===== src/rtl/pw_pkg.sv =====
// Shared constants and types for the pixel-to-word packer.
// Assumes a word made of a whole number of byte lanes, at least three lanes wide.
package pw_pkg;
    localparam int PW_LANE_W    = 8;
    localparam int PW_WORD_LANES = 4;
    localparam int PW_WORD_W    = PW_LANE_W * PW_WORD_LANES;
    localparam int PW_HALF_W    = PW_WORD_W / 2;
    localparam int PW_RGB_W     = PW_WORD_W - PW_LANE_W;
    localparam int PW_CNT_W     = $clog2(PW_WORD_LANES);

    typedef enum logic [1:0] {
        PW_BYTE     = 2'd0,
        PW_HALF     = 2'd1,
        PW_RGB      = 2'd2,
        PW_BYTE_ALT = 2'd3
    } pw_mode_e;

    // Number of units that make up one output word in a given mode.
    function automatic logic [PW_CNT_W:0] units_per_word(input pw_mode_e m);
        case (m)
            PW_HALF: return (PW_CNT_W+1)'(2);
            PW_RGB:  return (PW_CNT_W+1)'(1);
            default: return (PW_CNT_W+1)'(PW_WORD_LANES);
        endcase
    endfunction
endpackage


===== src/rtl/pw_lane_place.sv =====
// Places one input unit into its lane of an otherwise zero word.
// Assumes slot counts units already placed in the current word.
module pw_lane_place
    import pw_pkg::*;
(
    input  pw_mode_e               mode,
    input  logic                   msb_first,
    input  logic                   pad_high,
    input  logic [PW_CNT_W-1:0]    slot,
    input  logic [PW_RGB_W-1:0]    data,
    output logic [PW_WORD_W-1:0]   placed
);
    logic                hslot;
    logic [PW_CNT_W-1:0] bslot;

    // Mirror the slot index when the first unit goes to the top lane.
    always_comb begin
        hslot = msb_first ? ~slot[0] : slot[0];
        bslot = msb_first ? (PW_CNT_W'(PW_WORD_LANES - 1) - slot) : slot;
    end

    // Shift the unit into its lane, or pad an RGB pixel to a full word.
    always_comb begin
        case (mode)
            PW_HALF: placed = PW_WORD_W'(data[PW_HALF_W-1:0]) << (hslot ? PW_HALF_W : 0);
            PW_RGB:  placed = pad_high ? {data, PW_LANE_W'(0)} : {PW_LANE_W'(0), data};
            default: placed = PW_WORD_W'(data[PW_LANE_W-1:0]) << (32'(bslot) * PW_LANE_W);
        endcase
    end
endmodule


===== src/rtl/pw_accum.sv =====
// Collects placed units into a word and signals when the word is complete.
// Assumes configuration is stable while a word is partly filled.
module pw_accum
    import pw_pkg::*;
(
    input  logic                 clk,
    input  logic                 rst_n,
    input  pw_mode_e             mode,
    input  logic                 msb_first,
    input  logic                 pad_high,
    input  logic                 zero_pad,
    input  logic                 in_valid,
    input  logic [PW_RGB_W-1:0]  in_data,
    input  logic                 in_eol,
    output logic [PW_WORD_W-1:0] word,
    output logic                 fire
);
    logic [PW_CNT_W-1:0]  slot_q;
    logic [PW_WORD_W-1:0] acc_q;
    logic [PW_WORD_W-1:0] placed;
    logic                 last_slot;
    logic                 is_byte;

    pw_lane_place i_place (
        .mode      (mode),
        .msb_first (msb_first),
        .pad_high  (pad_high),
        .slot      (slot_q),
        .data      (in_data),
        .placed    (placed)
    );

    // Decide whether the incoming unit completes or flushes the word.
    always_comb begin
        last_slot = ({1'b0, slot_q} + 1'b1) >= units_per_word(mode);
        is_byte   = (mode == PW_BYTE) || (mode == PW_BYTE_ALT);
        fire      = in_valid && (last_slot || (zero_pad && in_eol));
        word      = acc_q | placed;
    end

    // Hold the partial word; clear it whenever a word leaves.
    always_ff @(posedge clk) begin
        if (!rst_n) begin
            slot_q <= '0;
            acc_q  <= '0;
        end else if (in_valid) begin
            if (fire) begin
                slot_q <= '0;
                acc_q  <= '0;
            end else begin
                slot_q <= slot_q + 1'b1;
                acc_q  <= word;
            end
        end
    end

    p_slot_clear_r8: assert property (@(posedge clk) disable iff (!rst_n)
        fire |=> (slot_q == '0));
    p_idle_hold_r10: assert property (@(posedge clk) disable iff (!rst_n)
        !in_valid |=> ($stable(slot_q) && $stable(acc_q)));
    p_byte_spacing_r7: assert property (@(posedge clk) disable iff (!rst_n)
        (fire && is_byte && !zero_pad) |=> !(fire && is_byte && !zero_pad));
endmodule


===== src/rtl/pw_out_stage.sv =====
// Applies the optional halfword exchange and registers the output word.
// Assumes fire marks a complete word from the accumulator.
module pw_out_stage
    import pw_pkg::*;
(
    input  logic                 clk,
    input  logic                 rst_n,
    input  logic                 swap16,
    input  logic                 fire,
    input  logic [PW_WORD_W-1:0] word,
    output logic                 out_valid,
    output logic [PW_WORD_W-1:0] out_word
);
    logic [PW_WORD_W-1:0] swapped;

    // Route each half straight through or from the opposite half.
    for (genvar h = 0; h < 2; h++) begin : g_half
        assign swapped[h*PW_HALF_W +: PW_HALF_W] =
            swap16 ? word[(1-h)*PW_HALF_W +: PW_HALF_W] : word[h*PW_HALF_W +: PW_HALF_W];
    end

    // Register the strobe every cycle and the word only when one leaves.
    always_ff @(posedge clk) begin
        if (!rst_n) begin
            out_valid <= 1'b0;
            out_word  <= '0;
        end else begin
            out_valid <= fire;
            if (fire) out_word <= swapped;
        end
    end

    p_hold_between_r12: assert property (@(posedge clk) disable iff (!rst_n)
        !out_valid |-> $stable(out_word));
endmodule


===== src/rtl/pix_word_packer.sv =====
// Top level: packs bytes, halfwords or RGB pixels into 32-bit words.
// Assumes no back-pressure at the output and stable configuration mid-word.
module pix_word_packer
    import pw_pkg::*;
(
    input  logic                 clk,
    input  logic                 rst_n,
    input  logic [1:0]           cfg_mode,
    input  logic                 cfg_msb_first,
    input  logic                 cfg_swap16,
    input  logic                 cfg_pad_high,
    input  logic                 cfg_zero_pad,
    input  logic                 in_valid,
    input  logic [PW_RGB_W-1:0]  in_data,
    input  logic                 in_eol,
    output logic                 out_valid,
    output logic [PW_WORD_W-1:0] out_word
);
    logic [PW_WORD_W-1:0] word;
    logic                 fire;

    pw_accum i_accum (
        .clk       (clk),
        .rst_n     (rst_n),
        .mode      (pw_mode_e'(cfg_mode)),
        .msb_first (cfg_msb_first),
        .pad_high  (cfg_pad_high),
        .zero_pad  (cfg_zero_pad),
        .in_valid  (in_valid),
        .in_data   (in_data),
        .in_eol    (in_eol),
        .word      (word),
        .fire      (fire)
    );

    pw_out_stage i_out (
        .clk       (clk),
        .rst_n     (rst_n),
        .swap16    (cfg_swap16),
        .fire      (fire),
        .word      (word),
        .out_valid (out_valid),
        .out_word  (out_word)
    );

    p_strobe_origin_r7: assert property (@(posedge clk) disable iff (!rst_n)
        out_valid |-> $past(in_valid));
    p_rgb_each_r6: assert property (@(posedge clk) disable iff (!rst_n)
        (in_valid && cfg_mode == PW_RGB) |=> out_valid);
    p_rgb_top_zero_r6: assert property (@(posedge clk) disable iff (!rst_n)
        (in_valid && cfg_mode == PW_RGB && !cfg_pad_high && !cfg_swap16)
        |=> (out_word[PW_WORD_W-1 -: PW_LANE_W] == '0));
endmodule


===== config.mk =====
export PLATFORM = sky130hd
export DESIGN_NAME = pix_word_packer
export DESIGN_NICKNAME = d
export VERILOG_FILES = /design/src/rtl/pw_pkg.sv /design/src/rtl/pw_lane_place.sv /design/src/rtl/pw_accum.sv /design/src/rtl/pw_out_stage.sv /design/src/rtl/pix_word_packer.sv
export SDC_FILE = /design/constraint.sdc
export NUM_CORES = 1
export LEC_CHECK = 0
export BUFFER_PORTS_ARGS = -buffer_cell sky130_fd_sc_hd__buf_4
export CORE_UTILIZATION = 60
export CTS_CLUSTER_DIAMETER = 100
export CTS_CLUSTER_SIZE = 12
export DETAILED_ROUTE_END_ITERATION = 7
export PLACE_DENSITY_LB_ADDON = 0.15
export SLEW_MARGIN = 20
export SYNTH_ARGS = -nofsm -noshare
export SYNTH_HDL_FRONTEND = slang
export SYNTH_SLANG_ARGS = --single-unit

===== constraint.sdc =====
create_clock -name clk -period 8 [get_ports clk]
set_input_delay 0.8 -clock clk [delete_from_list [all_inputs] [get_ports clk]]
set_output_delay 0.8 -clock clk [all_outputs]
set_load 0.005 [all_outputs]

# --- Word level (Yosys, flattened, before mapping) ---
# Cells that the tools add are included.
totals:
  ff_bits: 67
  in_bits: 34
classes:
  addsub: 3
  order_cmp: 1
  n_eq_ne: 2
  shift: 2
  mux: 10
  bitwise: 2
  n_reduce_logical: 3
op_table:
  columns: ["op", "count"]
  rows:
  - ["32-bit two-way mux", 2]
  - ["32-bit one-hot mux with 2 select lines", 1]
  - ["16-bit two-way mux", 2]
  - ["32-bit bitwise OR", 1]
  - ["16-bit by 5-bit << shifter with 32-bit output", 1]
  - ["8-bit by 5-bit << shifter with 32-bit output", 1]
  - ["3-bit one-hot mux with 2 select lines", 1]
  - ["5-bit two-way mux", 1]
  - ["2-bit two-way mux", 2]
  - ["2-bit by 1-bit adder with 3-bit output (second input constant)", 1]
  - ["3-bit greater-or-equal comparator", 1]
  - ["2-bit by 1-bit adder with 2-bit output (second input constant)", 1]
  - ["2-bit by 1-bit equality test with 1-bit output (second input constant)", 1]
  - ["2-bit equality test (second input constant)", 1]
  - ["1-bit logical AND", 2]
  - ["2-bit subtractor (first input constant)", 1]
  - ["1-bit logical OR", 1]
  - ["1-bit two-way mux", 1]
  - ["1-bit inverter", 1]

# --- Logic depth before layout (Yosys ltp) ---
depth:
  ltp_word: 7
  mapped_depth: 13
  depth_no_buf: 9

# --- Hierarchy ---
# Synthesis repeated with hierarchy kept, for this count alone.
hier_totals:
  cells_unflattened: 401
  area_unflattened_um2: 3988.8
by_module_without_submodules:
  columns: ["mod", "instances", "cells_each", "area_per_inst_um2"]
  rows:
  - ["pw_accum", 1, 167, 1833.0]
  - ["pw_out_stage", 1, 144, 1423.9]
  - ["pw_lane_place", 1, 90, 732.0]

# --- Least setup slack after synthesis ---
# OpenSTA, ideal clock, no wires.
synth_path:
  path_type: "input-to-reg"
  from: "in cfg_mode[0]"
  to: "reg i_out.out_word[23]"
  setup_time_ns: 0.060
  arrival_time_ns: 3.052
  setup_slack_ns: 4.888
  path_stages: 12
  path_cell_list: "inv_1 > ha_1 > buf_4 > clkinv_1 > ha_1 > o21ai_0 > o21a_4 > or3_1 > buf_2 > buf_6 > nor2_1 > a221o_1"
synth_between:
  elab_chain_len: 5
  word_cells_on_any_way: 9
synth_rtl:
  columns: ["element", "line_no", "rtl"]
  rows:
  - ["from (decl)", "pix_word_packer.sv:8", "input logic [1:0] cfg_mode,"]
  - ["2-bit equality test or 2-bit by 1-bit equality test with 1-bit output (tied branches)", "pw_pkg.sv:20, pw_lane_place.sv:24", null]
  - ["3-bit one-hot mux with 2 select lines", "pw_pkg.sv:20", "case (m)"]
  - ["3-bit greater-or-equal comparator", "pw_accum.sv:35", "last_slot = ({1'b0, slot_q} + 1'b1) >= units_per_word(mode);"]
  - ["1-bit logical OR", "pw_accum.sv:37", "fire = in_valid && (last_slot || (zero_pad && in_eol));"]
  - ["1-bit logical AND", "pw_accum.sv:37", null]
  - ["to (signal assigned)", "pw_out_stage.sv:29", "if (fire) out_word <= swapped;"]
  - ["to (decl)", "pw_out_stage.sv:12", "output logic [PW_WORD_W-1:0] out_word"]
# Parallel ways exist; a longest one is shown, timed or not.
# A chain may end at the register's enable or synchronous reset.

# --- Final worst setup path ---
layout_path:
  from: "in cfg_mode[0]"
  to: "reg i_out.out_word[9]"
# Same word-level chain as after synthesis.

==> impl_results.md <==
- DP Wirelength: about 6900 um
- Die area: around 0.0064 sq mm
- Top_reg_cell synth: dfxtp_1
- Minimum clock period: around 4.0 ns
- Slew headroom: 0.4091
- EDFF count, synth: 0
- Total wire length: roughly 10000 um
- TritonCTS clock tree: done
- Number of global-route vias before repair: around 3100
- CP startpoint kind: primary input
- Total negative slack: 0 ns
- Seq/Total Area, Yosys: 0.3685
- Total gr overflow: 0
- Synth warnings: 0
- Largest net degree at the start of global routing: 42
- Finish-stage setup viols: 0
- CP max FO: 22
- Launch point of the worst path: cfg_mode[0]
- Tcrit/Tclk final: 0.4944
- Routed Antenna Nets: 0
- Die height: approximately 80 um
- Clk Latency, worst-skew pair: around 0.35 ns
- Antenna diode count: 0
- Layout area overhead: 17.91%
- Cell taking the most area after synthesis: dfxtp_1
- Synthesized instance count: about 380
- DRC Markers: 1
- Initial antenna violation count: 0
- Status: finished with violations
- Cell mode on critical path: ha_1
- Share of Yosys cell area claimed by the top area cell type: 0.3685
- Max cap viols: 0
- Worst path arrival time: between 4 and 5 ns
- Max-slew violations: 0
- Starting Density: 0.6184
- Highest-delay cell along the critical path: nand4_1
- RSZ-0062 raised after global routing: false
- Root Buffer: clkbuf_8
- Worst slack, placed: about 3.8 ns
- Avg Vias per Cell: about 6.6
- Clock skew: ~0.0066 ns
- Crit. End Element: register
- CP peak stage delay: ~0.75 ns
- GP Congestion: 0.9412
- Crit path kind: primary input to register
- CTS buffer count: 9
- Hold-fix buffers, CTS: 0
- Ratio of cells with drive above 1 in the final layout: 0.2867
- Achievable Freq: 252.8 MHz
- Final worst setup slack: 4.045 ns
- WL/cell: approximately 20 um
- HP Class: register to register
- Cell Rows: 28
- Initial DRC count: roughly 270
- Worst-margin pin slew: between 0.8 and 0.9 ns
- Tot GR Track Use: 0.3264
- P_leak: between 1.5 and 2 nW
- Core Box Area: 0.005886 sq mm
- Htree depth: 3
- Reg-to-reg critical path startpoint: i_accum.slot_q[0]$_SDFFE_PN0P_
- Post-synth design cell area: ~0.0036 sq mm
- DR vias: approximately 3400
- DIE WIDTH: between 70 and 80 um
- Yosys cell types: 58
- Port Buffer Count: 66
- CTS Buffer Depth: 2
- FF+latch area: about 0.0013 sq mm
- Worst EP required: slightly above 8 ns
- R2r worst-path depth: 7
- Drt pass-1 iters: 7
- R2R Path End: i_out.out_word[9]$_SDFFE_PN0P_
- Setup crit end: i_out.out_word[9]$_SDFFE_PN0P_
- Nets: roughly 470
- Layout fillers: roughly 470
- Synthesized flop and latch total: 67
- Post-synthesis async set-or-reset flop share: 0
- Worst R2R Setup Slack: roughly 4.8 ns
- I/O pin cnt: 67
- Post-CTS resize count: 0
- Top post-synthesis cells by area: dfxtp_1, a221o_1, nor2_1
- Critical-path cell list: buf_4 -> inv_1 -> ha_1 -> clkinv_1 -> ha_1 -> o21ai_0 -> o21ai_1 -> nand4_1 -> nor2_1 -> a221o_1
- Avg Cell Area, Syn: approximately 9.6 sq um
- PD cells: 197.5 mW/mm^2
- Multi-input gate area: ~0.0021 sq mm
- Hold Vio Cnt, Final: 0
- Clock slew at reported path FFs: ~0.070 ns
- Setup bufs post-CTS: 0
- Peak supply drop: 129.6 uV
- Mapped Nets: between 400 and 500
- Failing checks: design-rule violations
- Global-route wire length before repair: about 16000 um
- CTS sink cnt: 67
[power breakdown]
group | total (W) | leakage, nW | switching, W | internal [W]
logic | 0.000167 | 1.10 | 0.0000952 | 0.0000721
registers | 0.000361 | 0.543 | 0.0000121 | 0.000349
clock network | 0.000319 | 0.111 | 0.000141 | 0.000178
[per-layer routing]
layer  share of wire  wire length, um  up-vias  GRT usage
li1                -                -     1562          -
met1            0.42             4199     1597     0.4075
met2            0.48             4835      169     0.5419
met3           0.064              642       32    0.06171
met4           0.031              314        0     0.1482
met5               0                0        -          0
[worst min path at each step]
| stage | end | from | cells past startpoint |
|---|---|---|---|
| 2_1_floorplan | i_accum.acc_q[25]$_SDFFE_PN0P_ | i_accum.acc_q[25]$_SDFFE_PN0P_ | 2 |
| 3_3_place_gp | i_accum.acc_q[26]$_SDFFE_PN0P_ | i_accum.acc_q[26]$_SDFFE_PN0P_ | 2 |
| 3_5_place_dp | i_accum.acc_q[29]$_SDFFE_PN0P_ | i_accum.acc_q[29]$_SDFFE_PN0P_ | 2 |
| 4_1_cts | i_accum.acc_q[29]$_SDFFE_PN0P_ | i_accum.acc_q[29]$_SDFFE_PN0P_ | 2 |
| 5_1_grt | i_accum.acc_q[26]$_SDFFE_PN0P_ | i_accum.acc_q[26]$_SDFFE_PN0P_ | 2 |
| 6_report | i_accum.acc_q[27]$_SDFFE_PN0P_ | i_accum.acc_q[27]$_SDFFE_PN0P_ | 2 |
[state kept, by name (all words and copies together), names as in the netlist]
register / flops
i_accum.acc_q: 32
i_out.out_word: 32
i_out.out_valid: 1
i_accum.slot_q: 2
[synthesized netlist by cell type (all sizes together) (7+ instances only)]
master	instances
a21boi	8
a21o	7
a21oi	18
a221o	30
a221oi	7
a22o	10
a32o	15
buf	20
clkbuf	11
dfxtp	67
inv	13
mux2	16
nand2	8
nor2	44
nor3	14
o21ai	25
or2	7
[layout make-up]
type	count	share of cell area
clock inverter	7	0.02362
multi-input combinational	269	0.4784
timing repair buffer	70	0.1224
tap	75	0.02187
clock buffer	9	0.02886
inverter	14	0.01224
sequential	67	0.3125
[cells in the final DEF (no fill, tap or decap), drive strengths merged, types with 6 or more instances in the layout]
| cell type | instances |
|---|---|
| a21boi | 8 |
| a21o | 7 |
| dfxtp | 67 |
| ha | 6 |
| and2 | 6 |
| clkbuf | 9 |
| or2 | 7 |
| a32o | 15 |
| nand2 | 8 |
| nor2 | 44 |
| a21oi | 18 |
| buf | 70 |
| o21ai | 25 |
| inv | 14 |
| a32oi | 6 |
| mux2 | 16 |
| a221o | 30 |
| a221oi | 7 |
| nor3 | 14 |
| a22o | 10 |
[metrics by stage]
| step | total power, W | utilization | hold WS (ns) | std cells | cell area [sq um] |
|---|---|---|---|---|---|
| global placement | 0.0005263 | 0.6909 | 0.4325 | 495 | 4066 |
| detailed placement | 0.0005317 | 0.6909 | 0.4440 | 495 | 4066 |
| CTS | 0.0008475 | 0.7292 | 0.4545 | 511 | 4292 |
| global route | 0.0008786 | 0.7292 | 0.4754 | 511 | 4292 |
| finish | 0.0008476 | 0.7292 | 0.4564 | 511 | 4292 |
| floorplan | 0.0004769 | - | 0.4262 | 381 | 3640 |
[kinds of logic after synthesis]
family	Yosys count	share of synthesized area
buffers and inverters	45	0.06841
XOR/XNOR	3	0.01444
AO/OA/AOI/OAI	141	0.3166
flip-flops	67	0.3685
multiplexers	16	0.05569
adder cells (fa/ha/maj)	6	0.02063
AND/OR/NAND/NOR	103	0.1557
[critical path, delay by kind of cell]
family	cells	cell delay, ns
adder cells (fa/ha/maj)	2	1.11
AND/OR/NAND/NOR	2	1.09
buffers and inverters	3	0.64
AO/OA/AOI/OAI	3	0.58
Power figures use the tool's default switching activity.
